File: config.mk
export PLATFORM = sky130hd
export DESIGN_NAME = ob_page_xlate
export DESIGN_NICKNAME = d
export VERILOG_FILES = /design/src/rtl/xlate_pkg.sv /design/src/rtl/xlate_table.sv /design/src/rtl/xlate_map.sv /design/src/rtl/ob_page_xlate.sv
export SDC_FILE = /design/constraint.sdc
export NUM_CORES = 2
export LEC_CHECK = 0
export ABC_AREA = 1
export BUFFER_PORTS_ARGS = -buffer_cell sky130_fd_sc_hd__buf_2
export CORE_MARGIN = 1.5
export CORE_UTILIZATION = 27
export DETAILED_ROUTE_END_ITERATION = 8
export PLACE_DENSITY = 0.43
export SYNTH_ARGS = -nofsm -noshare
export SYNTH_HDL_FRONTEND = slang
export SYNTH_HIERARCHICAL = 1
export SYNTH_SLANG_ARGS = --single-unit
File: constraint.sdc
create_clock -name clk_i -period 4 [get_ports clk_i]
set_input_delay 0.6 -clock clk_i [delete_from_list [all_inputs] [get_ports clk_i]]
set_output_delay 0.6 -clock clk_i [all_outputs]
set_load 0.02 [all_outputs]
File: src/rtl/xlate_pkg.sv
package xlate_pkg;
  localparam int unsigned ENTRY_W = 64;
  localparam logic [1:0] ATTR_64 = 2'b01;

  typedef logic [ENTRY_W-1:0] entry_t;

  // 17..21 cannot be split between table and offset
  function automatic bit page_bits_ok(int unsigned p);
    return (p >= 12) && (p <= 31) && !((p >= 17) && (p <= 21));
  endfunction
endpackage

File: src/rtl/xlate_table.sv
module xlate_table
  import xlate_pkg::*;
#(
  parameter int unsigned NUM_PAGES = 16,
  localparam int unsigned IDX_W = $clog2(NUM_PAGES)
) (
  input  logic             clk_i,
  input  logic             rst_ni,
  input  logic             we_i,
  input  logic [IDX_W-1:0] widx_i,
  input  entry_t           wdata_i,
  input  logic [IDX_W-1:0] ridx_i,
  output entry_t           rdata_o,
  input  logic [IDX_W-1:0] lidx_i,
  output entry_t           lentry_o
);
  entry_t mem_q [NUM_PAGES];

  for (genvar g = 0; g < NUM_PAGES; g++) begin : g_ent
    always_ff @(posedge clk_i or negedge rst_ni) begin
      if (!rst_ni)                                        mem_q[g] <= '0;
      else if (we_i && (widx_i == IDX_W'(g)))             mem_q[g] <= wdata_i;
    end
  end

  assign rdata_o  = mem_q[ridx_i];
  assign lentry_o = mem_q[lidx_i];
endmodule

File: src/rtl/xlate_map.sv
module xlate_map
  import xlate_pkg::*;
#(
  parameter int unsigned IN_AW     = 20,
  parameter int unsigned PAGE_BITS = 16,
  parameter bit          BYPASS    = 1'b0
) (
  input  logic [IN_AW-1:0] in_addr_i,
  input  entry_t           entry_i,
  output logic [63:0]      addr_o,
  output logic             is64_o
);
  if (BYPASS) begin : g_bypass
    entry_t unused_entry;
    assign unused_entry = entry_i;
    assign addr_o = 64'(in_addr_i);
    assign is64_o = 1'b1;
  end else begin : g_paged
    logic unused_low;
    assign unused_low = ^entry_i[PAGE_BITS-1:2];
    always_comb begin
      is64_o = (entry_i[1:0] == ATTR_64);
      if (is64_o) addr_o = {entry_i[63:PAGE_BITS], in_addr_i[PAGE_BITS-1:0]};
      else        addr_o = {32'b0, entry_i[31:PAGE_BITS], in_addr_i[PAGE_BITS-1:0]};
    end
  end
endmodule

File: src/rtl/ob_page_xlate.sv
module ob_page_xlate
  import xlate_pkg::*;
#(
  parameter int unsigned PAGE_BITS = 16,
  parameter int unsigned NUM_PAGES = 16,
  parameter bit          BYPASS    = 1'b0,
  parameter int unsigned BYPASS_AW = 22,
  parameter int unsigned IN_AW     = BYPASS ? BYPASS_AW : PAGE_BITS + $clog2(NUM_PAGES),
  parameter int unsigned CFG_AW    = $clog2(NUM_PAGES) + 3
) (
  input  logic              clk_i,
  input  logic              rst_ni,
  input  logic              in_valid_i,
  output logic              in_ready_o,
  input  logic [IN_AW-1:0]  in_addr_i,
  output logic              out_valid_o,
  input  logic              out_ready_i,
  output logic [63:0]       out_addr_o,
  output logic              out_is64_o,
  input  logic              cfg_we_i,
  input  logic [CFG_AW-1:0] cfg_addr_i,
  input  logic [63:0]       cfg_wdata_i,
  output logic [63:0]       cfg_rdata_o
);
  localparam int unsigned IDX_W = $clog2(NUM_PAGES);

  if (!BYPASS && !page_bits_ok(PAGE_BITS)) begin : g_bad_page
    $error("ob_page_xlate: PAGE_BITS %0d not supported", PAGE_BITS);
  end

  logic [IDX_W-1:0] lidx;
  entry_t           lentry;
  logic [63:0]      map_addr;
  logic             map_is64;
  logic             accept;
  logic             unused_cfg_lo;

  assign unused_cfg_lo = ^cfg_addr_i[2:0];

  if (BYPASS) begin : g_idx_bp
    assign lidx = '0;
  end else begin : g_idx_pg
    assign lidx = in_addr_i[PAGE_BITS +: IDX_W];
  end

  xlate_table #(.NUM_PAGES(NUM_PAGES)) u_table (
    .clk_i    (clk_i),
    .rst_ni   (rst_ni),
    .we_i     (cfg_we_i),
    .widx_i   (cfg_addr_i[CFG_AW-1:3]),
    .wdata_i  (cfg_wdata_i),
    .ridx_i   (cfg_addr_i[CFG_AW-1:3]),
    .rdata_o  (cfg_rdata_o),
    .lidx_i   (lidx),
    .lentry_o (lentry)
  );

  xlate_map #(.IN_AW(IN_AW), .PAGE_BITS(PAGE_BITS), .BYPASS(BYPASS)) u_map (
    .in_addr_i (in_addr_i),
    .entry_i   (lentry),
    .addr_o    (map_addr),
    .is64_o    (map_is64)
  );

  assign in_ready_o = !out_valid_o || out_ready_i;
  assign accept     = in_valid_i && in_ready_o;

  always_ff @(posedge clk_i or negedge rst_ni) begin
    if (!rst_ni) begin
      out_valid_o <= 1'b0;
      out_addr_o  <= '0;
      out_is64_o  <= 1'b0;
    end else if (accept) begin
      out_valid_o <= 1'b1;
      out_addr_o  <= map_addr;
      out_is64_o  <= map_is64;
    end else if (out_ready_i) begin
      out_valid_o <= 1'b0;
    end
  end
endmodule

==> results.ini <==
[outcome]
status = completed

[sta]
maxSlewViolCount = 0
slew_headroom_pct = 25.4
setup_viol = 0
fin_skew_ns = 0.0343
setup-tns-final_ns = 0
worst_slew_pin_slew_ns = 1.12
fin_crit_ns = 3.32
fin_crit_sh_pct = 83.0
whs_ns = 0.108
rsz0062_at_grt = false
hold_viol = 0
fmax_ghz = 0.301
fin_ws_ns = 0.680

[floorplan]
dieWidth_um = 476
core_um2 = 222000
initial_core_util_pct = 27.2
io_pins = 227
die_area_um2 = 226000
rows = 173
die_y_um = 476

[global_routing]
grt_pass1_wl_um = 349000
grt_max_degree = 198
grt_pass1_vias = 54800
grt_use_met1_pct = 27.6
met2_usage_pct = 32.7
global_route.usage.met3_pct = 3.13
grtUsageTotal_pct = 20.2
busiest_layer = met2
grt_overflow_total = 0
antenna_found_initial = 35

[clock_tree]
clockBufferDepth = 3
h-tree-depth = 4
insertion_delay_ns = 0.81
cts_tree = yes
clk_pin_slew_ns = 0.06
cts.sinks = 1090
cts-root-buf = clkbuf_16
cts_setup_buffers = 0
postCtsResizedCells = 0
cts_buffers = 140

[yosys]
syn-mean-instance-area_um2 = 6.89
yosys_warnings = 6
syn_nets = 8853
syn-instance-count = 8757
synth_area_um2 = 60300

[drt]
ant_nets = 0
viasPerCell = 4.84
finalWirelength_um = 231000
vias = 56500
wire_per_inst_um = 19.8
drc = 0
firstDrtPassIters = 8
drtIter0Drc = 5512

[power]
ir_drop_uv = 359
power_frac_clock_pct = 36.8
internal_power_mw = 23.5
combPwrFrac_pct = 22.3
power_switching_share_pct = 32.7
p_seq_share_pct = 40.9
p_leak_nw = 34.8
p_sw_mw = 11.4
powerDensity_nw_per_um2 = 509

[worst_setup_path]
regToRegStartpoint = u_table/mem_q[512]
r2r-end = out_addr_o[61]
endpoint = cfg_rdata_o[32]
crit_fanout = 86
endpoint_kind = output port
r2r_cells = 11
cp-start-kind = input port
arrival_ns = 2.72
worstSetupPathType = in -> out
rrSetupSlack_ns = 1.92
critical_path.startpoint = cfg_addr_i[3]
cp.required_ns = 3.40

[run]
drv_cap = 0

[placement]
dp_hpwl_um = 129000
placed_cells = 11400
gp_congestion = 0.793
port_buffers = 223
place_ws_ns = 0.716

[cells_and_area]
final_cells = 11700
num-nets-final = 8682
synthToLayoutAreaGrowth_pct = 14.0
drive_gt1_share_pct = 7.29
utilization_pct = 31.0

[min_path]
hp-class = in -> reg

-- cell usage in the layout (no fill, tap or decap), types with 8 or more instances in the layout --
master,count
buf_4,70
o21ai_0,942
buf_12,71
clkinv_2,23
inv_6,8
buf_2,213
nand3_1,1661
clkbuf_16,143
clkbuf_8,28
bufinv_16,8
dlygate4sd3_1,17
o21ai_1,82
nor2_2,31
clkbuf_1,34
dfrtp_1,1090
nand2_1,3097
inv_1,1128
-- state kept, by name, indices dropped and copies added, names as in the netlist --
name	cells
u_table/mem_q	1024
out_is64_o	1
out_addr_o	64
out_valid_o	1
-- per-stage QoR --
stage | power [mW] | instance area (um2)
detailed placement | 22.3 | 64000
CTS | 35.5 | 68700
floorplan | 19.8 | 60300
global route | 37.3 | 68800
global placement | 22.1 | 64000
finish | 35.0 | 68800
-- routing by layer --
| layer | vias up | share of wire (%) |
|---|---|---|
| met1 | 27000 | 46 |
| met5 | - | 0.069 |
| li1 | 27000 | - |
| met3 | 438 | 6.6 |
| met2 | 2028 | 45 |
| met4 | 26 | 2.8 |
-- worst min-delay path by stage --
stage / startpoint / to / slack (ns) / depth (start not counted)
3_3_place_gp: out_addr_o[11] / out_addr_o[11] / 0.45 / 2
3_5_place_dp: out_is64_o / out_is64_o / 0.45 / 2
6_report: cfg_wdata_i[39] / u_table/mem_q[103] / 0.11 / 3
4_1_cts: cfg_wdata_i[30] / u_table/mem_q[94] / 0.05 / 3
5_1_grt: cfg_wdata_i[39] / u_table/mem_q[103] / 0.08 / 3
2_1_floorplan: rst_ni / out_addr_o[0] / 0.30 / 0
-- cell type report --
type | count | area [um2]
antenna | 5 | 12.5
clock buffer | 204 | 4080
tap | 2975 | 3720
inverter | 1137 | 4310
fill | 24100 | 153000
sequential | 1090 | 27300
clock inverter | 45 | 544
timing repair buffer | 378 | 3280
multi-input combinational | 5839 | 25500
-- timing repair --
action                                  in CTS  in global routing
hold buffers                                17                  0
endpoints found under the hold margin       56                  0
endpoints found under the setup margin       0                  0
-- power by group through the flow --
stage | sequential [mW] | clock, mW | combinational (mW)
floorplan | 14.4 | 0 | 5.46
global placement | 14.5 | 0 | 7.65
detailed placement | 14.5 | 0 | 7.78
CTS | 14.3 | 13.3 | 7.83
global route | 14.6 | 13.7 | 9.03
finish | 14.3 | 12.9 | 7.79
-- worst max-delay path: stages --
cell,delay [ns]
buf_8,0.18
inv_8,0.56
buf_12,0.34
nand2_1,0.08
nand3_1,0.08
nand3_1,0.08
nand3_1,0.15
nand2_1,0.21
buf_2,0.24
Power figures use the tool's default switching activity.
